### config.mk
export PLATFORM = sky130hd
export DESIGN_NAME = extint_router
export DESIGN_NICKNAME = d
export VERILOG_FILES = /design/src/rtl/exti_pkg.sv /design/src/rtl/exti_sync.sv /design/src/rtl/exti_line.sv /design/src/rtl/exti_flags.sv /design/src/rtl/extint_router.sv
export SDC_FILE = /design/constraint.sdc
export NUM_CORES = 1
export LEC_CHECK = 0
export ABC_AREA = 1
export BUFFER_PORTS_ARGS = -buffer_cell sky130_fd_sc_hd__buf_2
export CAP_MARGIN = 20
export CORE_MARGIN = 5
export CORE_UTILIZATION = 61
export CTS_BUF_LIST = sky130_fd_sc_hd__clkbuf_8 sky130_fd_sc_hd__clkbuf_16
export DETAILED_ROUTE_END_ITERATION = 10
export PLACE_DENSITY = 0.85
export SYNTH_ARGS = -nofsm -noshare
export SYNTH_HDL_FRONTEND = slang
export SYNTH_SLANG_ARGS = --single-unit
### constraint.sdc
create_clock -name clk -period 2.6 [get_ports clk]
set_input_delay 0.13 -clock clk [delete_from_list [all_inputs] [get_ports clk]]
set_output_delay 0.13 -clock clk [all_outputs]
set_load 0.1 [all_outputs]
### src/rtl/exti_pkg.sv
package exti_pkg;

   typedef struct packed {
      logic rise;
      logic fall;
   } exti_edge_sel_t;

   function automatic bit is_pow2(int v);
      return (v > 0) && ((v & (v - 1)) == 0);
   endfunction

endpackage

### src/rtl/exti_sync.sv
module exti_sync #(
   parameter int WIDTH = 64
) (
   input  logic             clk,
   input  logic             rst_n,
   input  logic [WIDTH-1:0] async_i,
   output logic [WIDTH-1:0] now_o,
   output logic [WIDTH-1:0] prev_o
);
   logic [WIDTH-1:0] meta_q;

   always_ff @(posedge clk or negedge rst_n) begin
      if (!rst_n) begin
         meta_q <= '0;
         now_o  <= '0;
         prev_o <= '0;
      end else begin
         meta_q <= async_i;
         now_o  <= meta_q;
         prev_o <= now_o;
      end
   end
endmodule

### src/rtl/exti_line.sv
module exti_line
   import exti_pkg::*;
#(
   parameter int LINE_IDX      = 0,
   parameter int NUM_PORTS     = 4,
   parameter int PINS_PER_PORT = 16,
   parameter int GROUP_SIZE    = 4,
   parameter int PORT_W        = 2,
   parameter int OFF_W         = 2,
   parameter logic [NUM_PORTS*PINS_PER_PORT-1:0] VALID_MASK = '1
) (
   input  logic                               clk,
   input  logic                               rst_n,
   input  logic                               wr_i,
   input  logic [PORT_W-1:0]                  port_i,
   input  logic [OFF_W-1:0]                   off_i,
   input  exti_edge_sel_t                     sel_i,
   input  logic [NUM_PORTS*PINS_PER_PORT-1:0] now_i,
   input  logic [NUM_PORTS*PINS_PER_PORT-1:0] prev_i,
   output logic                               edge_o
);
   localparam int PIN_W = $clog2(PINS_PER_PORT);
   localparam int BASE  = (LINE_IDX / GROUP_SIZE) * GROUP_SIZE;

   logic [PORT_W-1:0]       port_q;
   logic [OFF_W-1:0]        off_q;
   exti_edge_sel_t          sel_q;
   logic [PIN_W-1:0]        pin_idx;
   logic [PORT_W+PIN_W-1:0] flat_idx;
   logic                    in_range, usable, cur, old;

   always_ff @(posedge clk or negedge rst_n) begin
      if (!rst_n) begin
         port_q <= '0;
         off_q  <= '0;
         sel_q  <= '0;
      end else if (wr_i) begin
         port_q <= port_i;
         off_q  <= off_i;
         sel_q  <= sel_i;
      end
   end

   always_comb begin
      pin_idx  = PIN_W'(BASE) + PIN_W'(off_q);
      flat_idx = {port_q, pin_idx};
      in_range = (int'(port_q) < NUM_PORTS);
      usable   = in_range && VALID_MASK[flat_idx];
      cur      = usable && now_i[flat_idx];
      old      = usable && prev_i[flat_idx];
      edge_o   = (sel_q.rise && cur && !old) || (sel_q.fall && !cur && old);
   end
endmodule

### src/rtl/exti_flags.sv
module exti_flags #(
   parameter int NUM_LINES = 16
) (
   input  logic                 clk,
   input  logic                 rst_n,
   input  logic [NUM_LINES-1:0] sw_set_i,
   input  logic [NUM_LINES-1:0] sw_clr_i,
   input  logic [NUM_LINES-1:0] cfg_clr_i,
   input  logic [NUM_LINES-1:0] hw_set_i,
   input  logic [NUM_LINES-1:0] en_set_i,
   input  logic [NUM_LINES-1:0] en_clr_i,
   output logic [NUM_LINES-1:0] pend_o,
   output logic [NUM_LINES-1:0] en_o,
   output logic                 req_even_o,
   output logic                 req_odd_o
);
   logic [NUM_LINES-1:0] even_m;
   logic [NUM_LINES-1:0] live;

   for (genvar g = 0; g < NUM_LINES; g++) begin : g_par
      assign even_m[g] = ((g % 2) == 0);
   end

   always_ff @(posedge clk or negedge rst_n) begin
      if (!rst_n) begin
         pend_o <= '0;
         en_o   <= '0;
      end else begin
         pend_o <= (pend_o & ~(sw_clr_i | cfg_clr_i)) | sw_set_i | hw_set_i;
         en_o   <= (en_o & ~en_clr_i) | en_set_i;
      end
   end

   assign live       = pend_o & en_o;
   assign req_even_o = |(live & even_m);
   assign req_odd_o  = |(live & ~even_m);
endmodule

### src/rtl/extint_router.sv
module extint_router
   import exti_pkg::*;
#(
   parameter int NUM_PORTS     = 4,
   parameter int PINS_PER_PORT = 16,
   parameter int NUM_LINES     = 16,
   parameter int GROUP_SIZE    = 4,
   parameter logic [NUM_PORTS*PINS_PER_PORT-1:0] VALID_MASK = 64'h0000_00FF_FFFF_FFFF,
   localparam int LINE_W = $clog2(NUM_LINES),
   localparam int PORT_W = (NUM_PORTS > 1) ? $clog2(NUM_PORTS) : 1,
   localparam int OFF_W  = (GROUP_SIZE > 1) ? $clog2(GROUP_SIZE) : 1
) (
   input  logic                               clk,
   input  logic                               rst_n,
   input  logic [NUM_PORTS*PINS_PER_PORT-1:0] pads_i,
   input  logic                               cfg_we_i,
   input  logic [LINE_W-1:0]                  cfg_line_i,
   input  logic [PORT_W-1:0]                  cfg_port_i,
   input  logic [OFF_W-1:0]                   cfg_off_i,
   input  logic                               cfg_rise_i,
   input  logic                               cfg_fall_i,
   input  logic [NUM_LINES-1:0]               if_set_i,
   input  logic [NUM_LINES-1:0]               if_clr_i,
   input  logic [NUM_LINES-1:0]               ien_set_i,
   input  logic [NUM_LINES-1:0]               ien_clr_i,
   output logic [NUM_LINES-1:0]               if_o,
   output logic [NUM_LINES-1:0]               ien_o,
   output logic                               irq_even_o,
   output logic                               irq_odd_o
);
   localparam int TOTAL = NUM_PORTS * PINS_PER_PORT;

   if (!is_pow2(GROUP_SIZE)) begin : g_bad_group
      $error("GROUP_SIZE must be a power of two");
   end
   if (!is_pow2(PINS_PER_PORT)) begin : g_bad_pins
      $error("PINS_PER_PORT must be a power of two");
   end
   if ((NUM_LINES % GROUP_SIZE) != 0 || NUM_LINES > PINS_PER_PORT) begin : g_bad_lines
      $error("NUM_LINES must be a multiple of GROUP_SIZE and fit in a port");
   end

   logic [TOTAL-1:0]     pad_now, pad_prev;
   logic [NUM_LINES-1:0] cfg_hit;
   logic [NUM_LINES-1:0] line_edge;
   exti_edge_sel_t       wr_sel;

   assign wr_sel = '{rise: cfg_rise_i, fall: cfg_fall_i};

   exti_sync #(.WIDTH(TOTAL)) u_sync (
      .clk    (clk),
      .rst_n  (rst_n),
      .async_i(pads_i),
      .now_o  (pad_now),
      .prev_o (pad_prev)
   );

   for (genvar g = 0; g < NUM_LINES; g++) begin : g_line
      assign cfg_hit[g] = cfg_we_i && (cfg_line_i == LINE_W'(g));

      exti_line #(
         .LINE_IDX     (g),
         .NUM_PORTS    (NUM_PORTS),
         .PINS_PER_PORT(PINS_PER_PORT),
         .GROUP_SIZE   (GROUP_SIZE),
         .PORT_W       (PORT_W),
         .OFF_W        (OFF_W),
         .VALID_MASK   (VALID_MASK)
      ) u_line (
         .clk   (clk),
         .rst_n (rst_n),
         .wr_i  (cfg_hit[g]),
         .port_i(cfg_port_i),
         .off_i (cfg_off_i),
         .sel_i (wr_sel),
         .now_i (pad_now),
         .prev_i(pad_prev),
         .edge_o(line_edge[g])
      );
   end

   exti_flags #(.NUM_LINES(NUM_LINES)) u_flags (
      .clk       (clk),
      .rst_n     (rst_n),
      .sw_set_i  (if_set_i),
      .sw_clr_i  (if_clr_i),
      .cfg_clr_i (cfg_hit),
      .hw_set_i  (line_edge),
      .en_set_i  (ien_set_i),
      .en_clr_i  (ien_clr_i),
      .pend_o    (if_o),
      .en_o      (ien_o),
      .req_even_o(irq_even_o),
      .req_odd_o (irq_odd_o)
   );
endmodule

# --- Word-level counts from Yosys, hierarchy flattened ---
# Memories as Yosys holds them, arrays and structs flattened.
# Index checks and enable logic that the tools add are counted.
totals:
  inputBits: 141
  ff_bits: 320
  ram_bits: 0
  latch_bits: 0
  wordCells: 380
  romBits: 832
  memories: 16
classes:
  order_cmp: 16
  n_bitwise: 9
  muxes: 80
  add_sub_neg: 12
  n_div: 0
  shifts: 0
  mul: 0
  n_eq_ne: 15
  reduce_logical: 163
memory_table:
  columns: ["name", "depth", "width", "read_ports", "rd_ports_with_merged_regs", "write_ports", "line", "source"]
  rows:
  - ["(name not given)", 64, 1, 1, 0, 0, "exti_line.sv:48", "usable = in_range && VALID_MASK[flat_idx];"]
  - ["(name not given)", 64, 1, 1, 0, 0, "exti_line.sv:48", null]
  - ["(name not given)", 64, 1, 1, 0, 0, "exti_line.sv:48", null]
  - ["(name not given)", 64, 1, 1, 0, 0, "exti_line.sv:48", null]
  - ["(name not given)", 64, 1, 1, 0, 0, "exti_line.sv:48", null]
  - ["(name not given)", 64, 1, 1, 0, 0, "exti_line.sv:48", null]
  - ["10 more memories", null, null, null, null, null, null, null]
ops:
  columns: ["operator", "n"]
  rows:
  - ["$bmux W1 S6", 24]
  - ["$logic_and A1 B1 Y1", 112]
  - ["$lt A6 B7 Y1 const B", 16]
  - ["$or A16 B16 Y16", 4]
  - ["$and A16 B16 Y16", 3]
  - ["$mux W1", 48]
  - ["$bmux W1 S4", 8]
  - ["$eq A4 B4 Y1 const B", 8]
  - ["$logic_not A1 Y1", 32]
  - ["$not A16 Y16", 2]
  - ["$add A3 B2 Y4 const A", 4]
  - ["$add A3 B3 Y4 const A", 4]
  - ["$add A4 B2 Y4 const A", 4]
  - ["$eq A4 B3 Y1 const B", 4]
  - ["$logic_or A1 B1 Y1", 16]
  - ["$reduce_or A8 Y1", 2]
  - ["$eq A4 B2 Y1 const B", 2]
  - ["$eq A4 B1 Y1 const B", 1]
  - ["$logic_not A4 Y1", 1]

# --- Longest topological paths before layout ---
depth:
  word_depth: 9
  ltp_mapped: 10

# --- Hierarchy ---
# From an unflattened synthesis, not the netlist that was laid out.
unflattened:
  cells_unflattened: 1710
  hier_area_um2: 14492.6
by_module_without_submodules:
  columns: ["module", "cells_per_inst", "n_inst", "area_per_inst_um2"]
  rows:
  - ["exti_sync", 192, 1, 4804.6]
  - ["exti_line at g_line[0].u_line ...", 90, 8, 523.0]
  - ["exti_line at g_line[10].u_line ...", 76, 8, 505.5]
  - ["exti_flags", 158, 1, 1333.8]
  - ["extint_router", 32, 1, 126.4]

# --- Worst setup path before layout ---
# OpenSTA, ideal clock, no wires.
synth_timing:
  path_kind: "register -> output"
  startpoint: "register u_flags.en_o[13]"
  endpoint: "output irq_odd_o"
  path_buffers: 0
  setup_slack_ps: 402
  path_stages_with_launch: 5
  required_time_ps: 2470
  t_arrival_ps: 2068
  cell_sequence: "dfrtp_1 -> inv_1 -> o21ai_0 -> a21oi_1 -> nand4_1"
synth_via:
  elab_chain_len: 2
synth_lines:
  columns: ["item", "line", "source"]
  rows:
  - ["from (decl)", "exti_flags.sv:13", "output logic [NUM_LINES-1:0] en_o,"]
  - ["from (signal assigned)", "exti_flags.sv:30", "en_o <= (en_o & ~en_clr_i) | en_set_i;"]
  - ["$and A16 B16 Y16", "exti_flags.sv:34", "assign live = pend_o & en_o;"]
  - ["$reduce_or A8 Y1", "exti_flags.sv:36", "assign req_odd_o = |(live & ~even_m);"]
  - ["to (decl)", "extint_router.sv:29", "output logic irq_odd_o"]
# No other way between the ends.

# --- Worst setup path after layout ---
# Ends and elaborated chain as after synthesis.

==> flow_summary_export.csv <==
group,metric,value,unit
worst_setup_path,crit_arrival,2.06,ns
worst_hold_path,min_path_type,"input port to flop",
power_and_ir_drop,p_clk_share,34.1,%
grt,grt_pass1_wl,52850,um
power_and_ir_drop,p_sw_share,33.98,%
grt,grt_max_degree,88,
worst_setup_path,endpoint_kind,"output port",
worst_setup_path,crit_path_max_fanout,2,
floorplan,die_area,21500,um2
logic_synthesis,ys_types,21,
power_and_ir_drop,seqPwrFrac,42.6,%
drt,ant_nets,0,
worst_setup_path,worstRegToRegCells,9,
logic_synthesis,syn_inst,1361,
timing,hold_viol,0,
timing,fmax,0.4566,GHz
placement,dp_hpwl,20310,um
power_and_ir_drop,vdd_drop_max,0.7046,mV
placement,place_inst,1680,
clock_network,max-clock-path-buffers,3,
logic_synthesis,ys_warn_count,0,
logic_synthesis,ys_seq_area_share,54.49,%
power_and_ir_drop,p_comb_share,23.3,%
timing,setup_tns,0,ns
finish,fin_cells,1833,
drt,wl_per_cell,17.74,um
worst_setup_path,worstSetupPathType,"flop to output port",
finish,post-route-util,76.28,%
drt,first_pass_iters,9,
timing,tightest_slew,0.9840,ns
drt,drt-initial-drc-count,1276,
placement,place_ws,0.7846,ns
finish,area_growth,24.04,%
power_and_ir_drop,p_per_area,823.1,nW/um2
worst_setup_path,r2r_slack,0.71,ns
clock_network,clk_pin_slew,0.07,ns
floorplan,coreArea,18520,um2
clock_network,cts_inserted_buffers,26,
floorplan,num_io_pins,175,
clock_network,cts.htree.levels,1,
power_and_ir_drop,internal_power,7676,uW
timing,setup_viol,0,
placement,numPortBuffers,150,
clock_network,postCtsResizedCells,0,
logic_synthesis,syn_area_per_cell,8.368,um2
floorplan,row_count,50,
finish,fill_cells,1243,
drt,routed_wl,32510,um
worst_setup_path,startpoint_type,"flop",
timing,rsz0062_at_grt,"false",
job,drv_cap,0,
logic_synthesis,synthesis.area,11390,um2
worst_setup_path,r2r_end,"u_flags.pend_o[5]",
timing,slew_viol_final,0,
grt,gr-total-overflow,0,
timing,skew,0.01292,ns
floorplan,die_height,146.6,um
timing,relSlewSlack,34.33,%
logic_synthesis,synthesis.nets,1502,
worst_setup_path,required,2.47,ns
grt,antenna_found_initial,3,
drt,via_count,10640,
power_and_ir_drop,switchingPower,3952,uW
status,status,"complete, no violations",
power_and_ir_drop,p_total,11630,uW
placement,gp_congestion,0.9030,
finish,nets,1718,
clock_network,root_buffer,"clkbuf_16",
drt,route.detailed.drc,0,
timing,post-route-period-util,84.24,%
floorplan,initial_core_util,61.50,%
timing,min_period,2.190,ns
clock_network,cts_tree,"built",
worst_setup_path,crit_start,"u_flags.en_o[13]",
floorplan,die_w,146.6,um
grt,grt_pass1_vias,10470,
worst_setup_path,endpoint,"irq_odd_o",
clock_network,clk_latency,0.53,ns
power_and_ir_drop,p_leak,0.006821,uW
grt,groute.usage.overall,30.20,%
worst_setup_path,rr_startpoint,"g_line[5].u_line.off_q[0]",
clock_network,clock-sinks,248,
timing,final.setup.worst_slack,0.4099,ns
drt,vias_per_cell,5.806,
logic_synthesis,ys_ff_latch,248,
finish,drive_gt1_share,14.84,%
[power groups by stage]
stage,clock (uW),combinational (uW),sequential (uW)
floorplan,0,1810,5010
global placement,0,2380,4950
detailed placement,0,2480,4980
CTS,4000,2650,4920
global route,4210,3000,5020
finish,3960,2710,4950
[logic make-up after synthesis]
group / synth area share, %
and+or+nand+nor: 21.68
AOI/OAI and AO/OA: 15.72
DFF: 54.49
buffers and inverters: 8.108
[sequential cells by signal (all words and copies together), names as in the netlist]
register              count
g_line.u_line.off_q      32
g_line.u_line.port_q     32
g_line.u_line.sel_q      32
u_flags.en_o             16
u_flags.pend_o           16
u_sync.meta_q            40
u_sync.now_o             40
u_sync.prev_o            40
[what timing repair did]
action / in CTS / in global routing
hold endpoints to repair: 154 / 0
hold buffers: 103 / 0
setup buffers: 0 / 0
[Yosys cell counts]
| library cell | n | area (um2) |
|---|---|---|
| nand2_1 | 330 | 1239 |
| dfrtp_1 | 248 | 6206 |
| nand3_1 | 170 | 850.8 |
| inv_1 | 141 | 529.3 |
| o21ai_0 | 114 | 570.6 |
| a21oi_1 | 70 | 350.3 |
| nor2_1 | 68 | 255.2 |
| buf_2 | 45 | 225.2 |
| o211ai_1 | 40 | 300.3 |
| o21ai_1 | 37 | 185.2 |
| o21ai_2 | 28 | 245.2 |
| clkbuf_1 | 16 | 60.06 |
| o21bai_1 | 16 | 120.1 |
| nand4_1 | 10 | 62.56 |
| buf_4 | 9 | 67.56 |
| clkinv_1 | 8 | 30.03 |
| inv_2 | 3 | 11.26 |
| nor3_4 | 3 | 48.80 |
| a31oi_1 | 2 | 12.51 |
| nand2_2 | 2 | 12.51 |
| o22ai_1 | 1 | 6.260 |
[how the worst min path moves through the flow]
stage	from	end	slack (ns)	depth (start not counted)
6_report	if_clr_i[1]	u_flags.pend_o[1]	0.03	4
5_1_grt	if_clr_i[1]	u_flags.pend_o[1]	0.03	4
4_1_cts	if_clr_i[1]	u_flags.pend_o[1]	0.006	4
3_5_place_dp	rst_n	g_line[14].u_line.sel_q[1]	0.18	1
3_3_place_gp	rst_n	g_line[14].u_line.sel_q[1]	0.17	1
2_1_floorplan	rst_n	g_line[0].u_line.off_q[0]	-0.17	0
[cells in the final DEF, fill, tap and decap left out]
cell type,Yosys,final
a21oi_1,70,70
a31oi_1,2,2
buf_12,0,3
buf_2,45,149
buf_4,9,2
buf_8,0,1
bufinv_16,0,5
clkbuf_16,0,27
clkbuf_8,0,1
clkinv_1,8,8
clkinv_2,0,8
clkinv_4,0,1
clkinvlp_4,0,4
dfrtp_1,248,248
diode_2,0,2
dlygate4sd3_1,0,103
inv_1,141,143
inv_2,3,3
nand2_1,330,330
nand2_2,2,2
nand3_1,170,170
nand4_1,10,10
nor2_1,68,68
nor3_4,3,3
o211ai_1,40,40
o21ai_0,114,114
o21ai_1,37,37
o21ai_2,28,28
o21bai_1,16,16
o22ai_1,1,1
[area by class of cell]
cell class / instances / area (um2) / share of cell area (%)
Sequential cell: 248 / 6206 / 43.93
Multi-Input combinational cell: 891 / 4259 / 30.15
Timing Repair Buffer: 258 / 1867 / 13.22
Clock buffer: 28 / 689.4 / 4.880
Inverter: 152 / 570.5 / 4.039
Tap cell: 234 / 292.8 / 2.073
Clock inverter: 20 / 236.5 / 1.674
Antenna cell: 2 / 5.005 / 0.03543
[layer usage]
layer	vias to the layer above	GRT usage, %	part of all wire [%]	routed length, um
li1	4919	-	-	-
met1	5020	38.38	38	12430
met2	570	49.46	48	15710
met3	132	6.394	8.5	2749
met4	2	14.77	5.0	1613
met5	-	0	0.022	7
[worst max-delay path, cell delays in order, from the launching register on]
cell and delay, ns:
dfrtp_1 0.35, inv_1 0.06, o21ai_0 0.36, a21oi_1 0.12, nand4_1 0.18, buf_2 0.46
[stage by stage]
stage | instance area (um2) | hold WS, ns
after CTS | 14120 | 0.006186
after detailed placement | 12160 | 0.1795
after floorplan | 11390 | -0.1656
after global placement | 12160 | 0.1709
final | 14130 | 0.03260
after global routing | 14130 | 0.02664
Power figures use the tool's default switching activity.
